[config.mk]
export PLATFORM = sky130hd
export DESIGN_NAME = radio_data_port
export DESIGN_NICKNAME = d
export VERILOG_FILES = /design/src/rtl/rdp_pkg.sv /design/src/rtl/rdp_bitclk.sv /design/src/rtl/rdp_bit_stage.sv /design/src/rtl/rdp_pin_mux.sv /design/src/rtl/radio_data_port.sv
export SDC_FILE = /design/constraint.sdc
export NUM_CORES = 1
export LEC_CHECK = 0
export ABC_AREA = 1
export BUFFER_PORTS_ARGS = -buffer_cell sky130_fd_sc_hd__buf_2
export CAP_MARGIN = 20
export CELL_PAD_IN_SITES_DETAIL_PLACEMENT = 1
export CELL_PAD_IN_SITES_GLOBAL_PLACEMENT = 2
export CORE_MARGIN = 3
export CORE_UTILIZATION = 29
export CTS_CLUSTER_DIAMETER = 150
export CTS_CLUSTER_SIZE = 12
export DETAILED_ROUTE_END_ITERATION = 6
export PLACE_DENSITY_LB_ADDON = 0.1
export SLEW_MARGIN = 5
export SYNTH_ARGS = -nofsm -noshare
export SYNTH_HDL_FRONTEND = slang
export SYNTH_SLANG_ARGS = --single-unit
[constraint.sdc]
create_clock -name clk -period 2.1 [get_ports clk]
set_input_delay 0.315 -clock clk [delete_from_list [all_inputs] [get_ports clk]]
set_output_delay 0.315 -clock clk [all_outputs]
set_load 0.005 [all_outputs]
[src/rtl/rdp_pkg.sv]
package rdp_pkg;

  typedef enum logic [1:0] {
    FMT_NRZ    = 2'd0,
    FMT_MANCH  = 2'd1,
    FMT_RAW    = 2'd2,
    FMT_RAW_HI = 2'd3
  } fmt_e;

  function automatic logic fmt_is_sync(fmt_e f);
    return !f[1];
  endfunction

endpackage

[src/rtl/rdp_bitclk.sv]
module rdp_bitclk
  import rdp_pkg::*;
#(
  parameter int FAST_HALF = 2,
  parameter int RATE_W    = 3
) (
  input  logic              clk,
  input  logic              rst_n,
  input  fmt_e              mode_sel,
  input  logic [RATE_W-1:0] rate_sel,
  input  logic              dir_rx,
  output logic              phase,
  output logic              rise_tick,
  output logic              fall_tick,
  output logic              restart,
  output fmt_e              act_mode,
  output logic [RATE_W-1:0] act_rate,
  output logic              dir_q
);

  localparam int NUM_RATES = 1 << RATE_W;
  localparam int MAX_HALF  = FAST_HALF * (1 << (NUM_RATES - 1)) * 2;
  localparam int CNT_W     = $clog2(MAX_HALF + 1);

  logic [CNT_W-1:0]  cnt_q, cnt_d;
  logic              phase_q, phase_d;
  fmt_e              mode_q, mode_d;
  logic [RATE_W-1:0] rate_q, rate_d;
  logic              dir_d;
  logic [RATE_W-1:0] shamt;
  logic [CNT_W-1:0]  half_len;
  logic              at_end;

  // half-period length from the active configuration
  always_comb begin
    shamt    = RATE_W'(NUM_RATES - 1) - rate_q;
    half_len = CNT_W'(FAST_HALF) << shamt;
    if (mode_q == FMT_MANCH) half_len = half_len << 1;
  end

  always_comb begin
    restart   = (dir_rx != dir_q);
    at_end    = (cnt_q == (half_len - CNT_W'(1)));
    rise_tick = !restart && at_end && !phase_q;
    fall_tick = !restart && at_end &&  phase_q;

    cnt_d   = cnt_q;
    phase_d = phase_q;
    mode_d  = mode_q;
    rate_d  = rate_q;
    dir_d   = dir_q;

    if (restart) begin
      cnt_d   = '0;
      phase_d = 1'b0;
      dir_d   = dir_rx;
      mode_d  = mode_sel;
      rate_d  = rate_sel;
    end else if (at_end) begin
      cnt_d   = '0;
      phase_d = !phase_q;
      if (phase_q) begin
        mode_d = mode_sel;
        rate_d = rate_sel;
      end
    end else begin
      cnt_d = cnt_q + CNT_W'(1);
    end
  end

  always_ff @(posedge clk or negedge rst_n) begin
    if (!rst_n) begin
      cnt_q   <= '0;
      phase_q <= 1'b0;
      mode_q  <= FMT_NRZ;
      rate_q  <= '0;
      dir_q   <= 1'b0;
    end else begin
      cnt_q   <= cnt_d;
      phase_q <= phase_d;
      mode_q  <= mode_d;
      rate_q  <= rate_d;
      dir_q   <= dir_d;
    end
  end

  assign phase    = phase_q;
  assign act_mode = mode_q;
  assign act_rate = rate_q;

endmodule

[src/rtl/rdp_bit_stage.sv]
module rdp_bit_stage (
  input  logic clk,
  input  logic rst_n,
  input  logic restart,
  input  logic rise_tick,
  input  logic fall_tick,
  input  logic bit_in,
  output logic bit_out
);

  logic cap_q, cap_d, cap_en;
  logic cur_q, cur_d, cur_en;

  always_comb begin
    cap_en = restart || rise_tick;
    cap_d  = restart ? 1'b0 : bit_in;
    cur_en = restart || fall_tick;
    cur_d  = restart ? 1'b0 : cap_q;
  end

  always_ff @(posedge clk or negedge rst_n) begin
    if (!rst_n) begin
      cap_q <= 1'b0;
    end else if (cap_en) begin
      cap_q <= cap_d;
    end
  end

  always_ff @(posedge clk or negedge rst_n) begin
    if (!rst_n) begin
      cur_q <= 1'b0;
    end else if (cur_en) begin
      cur_q <= cur_d;
    end
  end

  assign bit_out = cur_q;

endmodule

[src/rtl/rdp_pin_mux.sv]
module rdp_pin_mux
  import rdp_pkg::*;
(
  input  fmt_e act_mode,
  input  logic dir_q,
  input  logic phase,
  input  logic tx_cur,
  input  logic rx_cur,
  input  logic dio_in,
  input  logic dem_bit,
  output logic dclk_out,
  output logic dio_out,
  output logic dio_oe,
  output logic mod_out
);

  logic sync_fmt;

  always_comb begin
    sync_fmt = fmt_is_sync(act_mode);
    dio_oe   = sync_fmt && dir_q;
    dio_out  = dio_oe ? rx_cur : 1'b0;

    if (sync_fmt)   dclk_out = phase;
    else if (dir_q) dclk_out = dem_bit;
    else            dclk_out = 1'b0;

    if (dir_q)                      mod_out = 1'b0;
    else if (!sync_fmt)             mod_out = dio_in;
    else if (act_mode == FMT_MANCH) mod_out = tx_cur ^ phase;
    else                            mod_out = tx_cur;
  end

endmodule

[src/rtl/radio_data_port.sv]
module radio_data_port
  import rdp_pkg::*;
#(
  parameter int FAST_HALF = 2,
  parameter int RATE_W    = 3
) (
  input  logic              clk,
  input  logic              rst_n,
  input  logic [1:0]        mode_sel,
  input  logic [RATE_W-1:0] rate_sel,
  input  logic              dir_rx,
  input  logic              dio_in,
  output logic              dio_out,
  output logic              dio_oe,
  output logic              dclk_out,
  input  logic              dem_bit,
  output logic              mod_out
);

  logic              phase, rise_tick, fall_tick, restart, dir_q;
  fmt_e              act_mode;
  logic [RATE_W-1:0] act_rate;
  logic              tx_cur, rx_cur;

  rdp_bitclk #(.FAST_HALF(FAST_HALF), .RATE_W(RATE_W)) u_bitclk (
    .clk       (clk),
    .rst_n     (rst_n),
    .mode_sel  (fmt_e'(mode_sel)),
    .rate_sel  (rate_sel),
    .dir_rx    (dir_rx),
    .phase     (phase),
    .rise_tick (rise_tick),
    .fall_tick (fall_tick),
    .restart   (restart),
    .act_mode  (act_mode),
    .act_rate  (act_rate),
    .dir_q     (dir_q)
  );

  rdp_bit_stage u_tx_stage (
    .clk       (clk),
    .rst_n     (rst_n),
    .restart   (restart),
    .rise_tick (rise_tick),
    .fall_tick (fall_tick),
    .bit_in    (dio_in),
    .bit_out   (tx_cur)
  );

  rdp_bit_stage u_rx_stage (
    .clk       (clk),
    .rst_n     (rst_n),
    .restart   (restart),
    .rise_tick (rise_tick),
    .fall_tick (fall_tick),
    .bit_in    (dem_bit),
    .bit_out   (rx_cur)
  );

  rdp_pin_mux u_pin_mux (
    .act_mode (act_mode),
    .dir_q    (dir_q),
    .phase    (phase),
    .tx_cur   (tx_cur),
    .rx_cur   (rx_cur),
    .dio_in   (dio_in),
    .dem_bit  (dem_bit),
    .dclk_out (dclk_out),
    .dio_out  (dio_out),
    .dio_oe   (dio_oe),
    .mod_out  (mod_out)
  );

endmodule

# ---- Word level (Yosys, flattened, before mapping)
# Index checks and enable logic that the tools add are counted.
dict set report op_classes {
  n_addsub 3
  n_eq_ne 3
  shift 1
  muxes 21
  bitwise 1
  n_reduce_logical 12
}
# op n
set ops {}
lappend ops {{$mux W10} 3}
lappend ops {{$mux W1} 12}
lappend ops {{$add A10 B1 Y10 const B} 1}
lappend ops {{$eq A10 B10 Y1} 1}
lappend ops {{$shl A2 B3 Y10 const A} 1}
lappend ops {{$sub A10 B1 Y10 const B} 1}
lappend ops {{$mux W3} 3}
lappend ops {{$mux W2} 3}
lappend ops {{$logic_and A1 B1 Y1} 4}
lappend ops {{$reduce_bool A2 Y1} 2}
lappend ops {{$logic_not A1 Y1} 3}
lappend ops {{$sub A3 B3 Y3 const A} 1}
lappend ops {{$eq A2 B1 Y1 const B} 1}
lappend ops {{$logic_or A1 B1 Y1} 2}
lappend ops {{$reduce_and A2 Y1} 1}
lappend ops {{$ne A1 B1 Y1} 1}
lappend ops {{$xor A1 B1 Y1} 1}
dict set report word_totals {
  register_bits 21
  in_bits 10
  output_inout_bits 4
  word_cells 50
}

# ---- Depth between registers and ports, before layout
dict set report depth {
  word_depth 8
  depth_mapped 18
  mapped_depth_nobuf 17
}

# ---- Modules after synthesis
# From an unflattened synthesis, not the netlist that was laid out.
dict set report hier_totals {
  cells_unflattened 221
  hier_area_um2 1539.0
}
# mod instances cells_per_inst area_per_inst_um2 seq_area_each_um2
set modules_own_cells {}
lappend modules_own_cells {rdp_bitclk 1 183 1296.2 425.4}
lappend modules_own_cells {rdp_bit_stage 2 11 86.3 50.0}
lappend modules_own_cells {rdp_pin_mux 1 16 70.1 0.0}

# ---- Worst setup path before layout
# Ideal clock, no wire load.
dict set report synth_path {
  path_kind {flip-flop to flip-flop}
  from {reg u_bitclk.rate_q[2] (netlist: u_bitclk.act_rate[2])}
  to {reg u_rx_stage.cur_q (netlist: u_rx_stage.bit_out)}
  setup_ps 65
  arrival_time_ps 2031
  path_slack_ps 4
  path_stages_with_launch 18
  n_path_buf 2
  synth_period_minus_slack_ps 2096
  cell_sequence {dfrtp_1 buf_4 inv_2 nor2_2 o21ai_0 ha_1 xnor2_1 inv_1 nand2_1 nand2_1 nor2_1 nand2_1 nor2_2 nand3_2 nand2_4 buf_8 nand3_1 nand2_1}
}
dict set report synth_via {
  elab_chain_cells 8
}
# element line_no
set synth_lines {}
lappend synth_lines {{from (decl)} rdp_bitclk.sv:28} ;# logic [RATE_W-1:0] rate_q, rate_d;
lappend synth_lines {{from (signal assigned)} rdp_bitclk.sv:82} ;# rate_q <= rate_d;
lappend synth_lines {{$sub A3 B3 Y3} rdp_bitclk.sv:36} ;# shamt = RATE_W'(NUM_RATES - 1) - rate_q;
lappend synth_lines {{$shl A2 B3 Y10} rdp_bitclk.sv:37} ;# half_len = CNT_W'(FAST_HALF) << shamt;
lappend synth_lines {{$mux W10} rdp_bitclk.sv:38} ;# if (mode_q == FMT_MANCH) half_len = half_len << 1;
lappend synth_lines {{$sub A10 B1 Y10} rdp_bitclk.sv:43} ;# at_end = (cnt_q == (half_len - CNT_W'(1)));
lappend synth_lines {{$eq A10 B10 Y1} rdp_bitclk.sv:43}
lappend synth_lines {{$logic_and A1 B1 Y1 (2 in a row)} rdp_bitclk.sv:45} ;# fall_tick = !restart && at_end && phase_q;
lappend synth_lines {{$logic_or A1 B1 Y1} rdp_bit_stage.sv:17} ;# cur_en = restart || fall_tick;
lappend synth_lines {{to (signal assigned)} rdp_bit_stage.sv:33} ;# cur_q <= cur_d;
lappend synth_lines {{to (decl)} rdp_bit_stage.sv:12} ;# logic cur_q, cur_d, cur_en;
# Every way passes these cells.
# A chain may end at the register's enable or synchronous reset.

# ---- Worst setup path after layout
dict set report layout_path {
  from {reg u_bitclk.rate_q[1] (netlist: u_bitclk.act_rate[1])}
  to {reg u_bitclk.rate_q[2] (netlist: u_bitclk.act_rate[2])}
}
dict set report layout_via {
  elab_chain_cells 7
}
# element line_no
set layout_lines {}
lappend layout_lines {{$sub A3 B3 Y3} rdp_bitclk.sv:36}
lappend layout_lines {{$shl A2 B3 Y10} rdp_bitclk.sv:37}
lappend layout_lines {{$mux W10} rdp_bitclk.sv:38}
lappend layout_lines {{$sub A10 B1 Y10} rdp_bitclk.sv:43}
lappend layout_lines {{$eq A10 B10 Y1} rdp_bitclk.sv:43}
lappend layout_lines {{$reduce_bool A2 Y1 (no line)} -}
lappend layout_lines {{$reduce_and A2 Y1 (no line)} -}
# Every way passes these cells.

==> flow_summary.ini <==
[outcome]
status = complete, but fails checks
violations = negative setup slack

[clock_network]
htree_levels = 1
path_clk_slew_ns = 0.08
cts.sinks = 21
cts_buffers = 3
cts_tree = built
cts_buffer_depth = 2
clk_latency_ns = 0.26
clock-root-buffer = clkbuf_8

[timing]
worst_hold_slack_ns = 0.00514
final-setup-viol-count = 19
slew_violations = 0
clock_skew_ns = 0.00544
hold_violations = 0
worst_pin_slew_ns = 0.493
setup-tns-final_ns = -1.89
fmax_mhz = 444
max_slew_margin = 0.671
fin_crit_ns = 2.25
layout_setup_ws_ns = -0.151
rsz0062_at_grt = yes
finalCritPeriodShare = 1.07

[place]
port-buffer-count = 13
dpl.hpwl_mm = 3.51
routabilityCongestion = 0.802
dpl-instance-area_um2 = 1700

[final_layout]
mostFrequentLayoutCells = nand2_1, buf_4, nand3_1
nets = 263
final_core_util = 0.425
insertedDiodeCount = 0
areaGrowthSynthToFinish_pct = 35.1
stdcell_area_um2 = 1930
drive_above_1_share = 0.344
final_common_cell = nand2_1

[worst_setup_path]
crit_type = reg -> reg
cp-startpoint = u_bitclk.act_rate[1]$_DFFE_PN0P_
cp.required_ns = 2.29
endpoint_kind = register
crit_buf_inv = 1
crit_family = simple AND/OR/NAND/NOR gates
critPathSlowestCell = dfrtp_1
rrSetupSlack_ns = -0.15
rr_startpoint = u_bitclk.act_rate[1]$_DFFE_PN0P_
r2r-end = u_bitclk.act_rate[2]$_DFFE_PN0P_
path_cells = nand2_2 > nor2_4 > nand2_2 > ha_4 > xnor2_2 > nor2_1 > nand3_1 > nor2_1 > nand2_1 > nor2_2 > nand3_2 > nand2_4 > buf_6 > nand3_2 > nand2_1
path_depth = 15
critPathLaunchType = register
cp_slowest_stage_delay_ns = 0.41
r2r_cells = 15
path_max_fanout = 6
critPathArrivalTime_ns = 2.44

[die]
rows = 24
die_w_um = 76.1
io_pins = 14
die_h_um = 76.1
die-area_um2 = 5800
core_area_um2 = 4530
initial_core_util = 0.315

[power_and_ir_drop]
netSwitchingPower_w = 0.000611
p_per_area_nw_per_um2 = 776
pwr-share-clk = 0.181
p_seq_frac = 0.320
switching_share = 0.409
p_int_w = 0.000884
ir_drop_mv = 0.335
p_comb_frac = 0.499
leakagePower_nw = 0.939
p_total_w = 0.00149

[grt]
grt-ovfl-total = 0
grt_first_pass_wirelength_mm = 7.24
grt_pass1_vias = 1493
antenna_found_initial = 0
grt_use_total = 0.151
grt_max_degree = 22

[logic_synthesis]
postSynthAreaPerCell_um2 = 6.89
netlist_area_um2 = 1430
synth-seq-cells = 21
ys_seq_area_frac = 0.368
yosysUniqueCellTypes = 27
yosys_warnings = 0
syn-instance-count = 207
syn-num-nets = 219

[drt]
drt_pass1_iterations = 4
wl_per_cell_um = 14.1
num_vias = 1508
drt_iter0_markers = 57
drc = 0
vias_per_cell = 4.79
postRouteWirelength_mm = 4.45
detail-route-antenna-nets = 0

[flow_run]
timing.max_cap.violations = 0

[min_path]
hold_class = in -> async
registers in the layout, indices dropped and copies added, names as in the netlist:
name	count
u_bitclk.phase	1
u_bitclk.cnt_q	10
u_bitclk.act_mode	2
u_bitclk.act_rate	3
u_tx_stage.cap_q	1
u_rx_stage.bit_out	1
u_tx_stage.bit_out	1
u_bitclk.dir_q	1
u_rx_stage.cap_q	1
synthesized netlist by cell type:
library cell	number	area, um2
a21oi_1	7	35.0
a31oi_1	1	6.26
and3_1	1	6.26
buf_4	1	7.51
buf_6	2	22.5
buf_8	1	15.0
clkbuf_1	1	3.75
dfrtp_1	21	526
ha_1	2	25.0
inv_1	23	86.3
inv_2	3	11.3
nand2_1	61	229
nand2_2	3	18.8
nand2_4	1	11.3
nand3_1	30	150
nand3_2	1	10.0
nand4_1	1	6.26
nor2_1	23	86.3
nor2_2	3	18.8
nor2_4	1	11.3
nor3_1	1	5.00
nor3_2	3	30.0
o21ai_0	7	35.0
o21ai_1	2	10.0
o31ai_1	1	7.51
xnor2_1	3	26.3
xor2_1	3	26.3
worst max-delay path by stage:
stage,slack [ns],end
3_3_place_gp,-0.15,u_bitclk.act_mode[0]$_DFFE_PN0P_
5_1_grt,-0.35,u_bitclk.act_rate[1]$_DFFE_PN0P_
4_1_cts,-0.13,u_rx_stage.bit_out$_DFFE_PN0P_
3_5_place_dp,-0.21,u_tx_stage.bit_out$_DFFE_PN0P_
2_1_floorplan,0.004,u_rx_stage.bit_out$_DFFE_PN0P_
6_report,-0.15,u_bitclk.act_rate[2]$_DFFE_PN0P_
power by group through the flow:
stage	Sequential, W	Clock (W)	Combinational (W)
after floorplan	0.000465	0	0.000401
after global placement	0.000477	0	0.000595
after detailed placement	0.000480	0	0.000621
after CTS	0.000474	0.000282	0.000680
after global routing	0.000485	0.000310	0.000835
final	0.000478	0.000271	0.000746
layout make-up:
cell class                      instances  area, um2
Fill cell                             592       2610
Multi-Input combinational cell        155        868
Sequential cell                        21        528
Timing Repair Buffer                   44        305
Inverter                               26       97.6
Tap cell                               65       81.3
Clock buffer                            3       41.3
Clock inverter                          1       5.00
metal layers:
metal | global-route usage | up-vias | routed length [um]
met3 | 0.0213 | 4 | 74
met1 | 0.212 | 748 | 2120
li1 | - | 743 | -
met2 | 0.256 | 13 | 2230
met4 | 0.0163 | 0 | 24
met5 | 0 | - | 0
kinds of logic after synthesis:
logic type               share of synthesized area
AND/OR/NAND/NOR                              0.409
buffers and inverters                        0.103
flip-flops                                   0.368
AO/OA/AOI/OAI                               0.0658
XOR/XNOR                                    0.0368
adder cells (fa/ha/maj)                     0.0175
timing repair:
action,4_1_cts,5_1_grt
resized for setup,13,21
pin swaps,13,18
endpoints found under the setup margin,19,19
hold buffers,0,0
buffers inserted,3,4
gates cloned,0,0
worst register-to-register path, delay by kind of cell (launching register included):
family	cells	cell delay, ns
buffers and inverters	1	0.14
flip-flops	1	0.41
adder cells (fa/ha/maj)	1	0.26
XOR/XNOR	1	0.13
AND/OR/NAND/NOR	12	1.24
metrics by stage:
step	instances	worst slack, ns
floorplan	207	0.00368
global placement	304	-0.148
detailed placement	304	-0.209
CTS	311	-0.133
global route	315	-0.354
finish	315	-0.151
(Power assumes the default switching activity.)
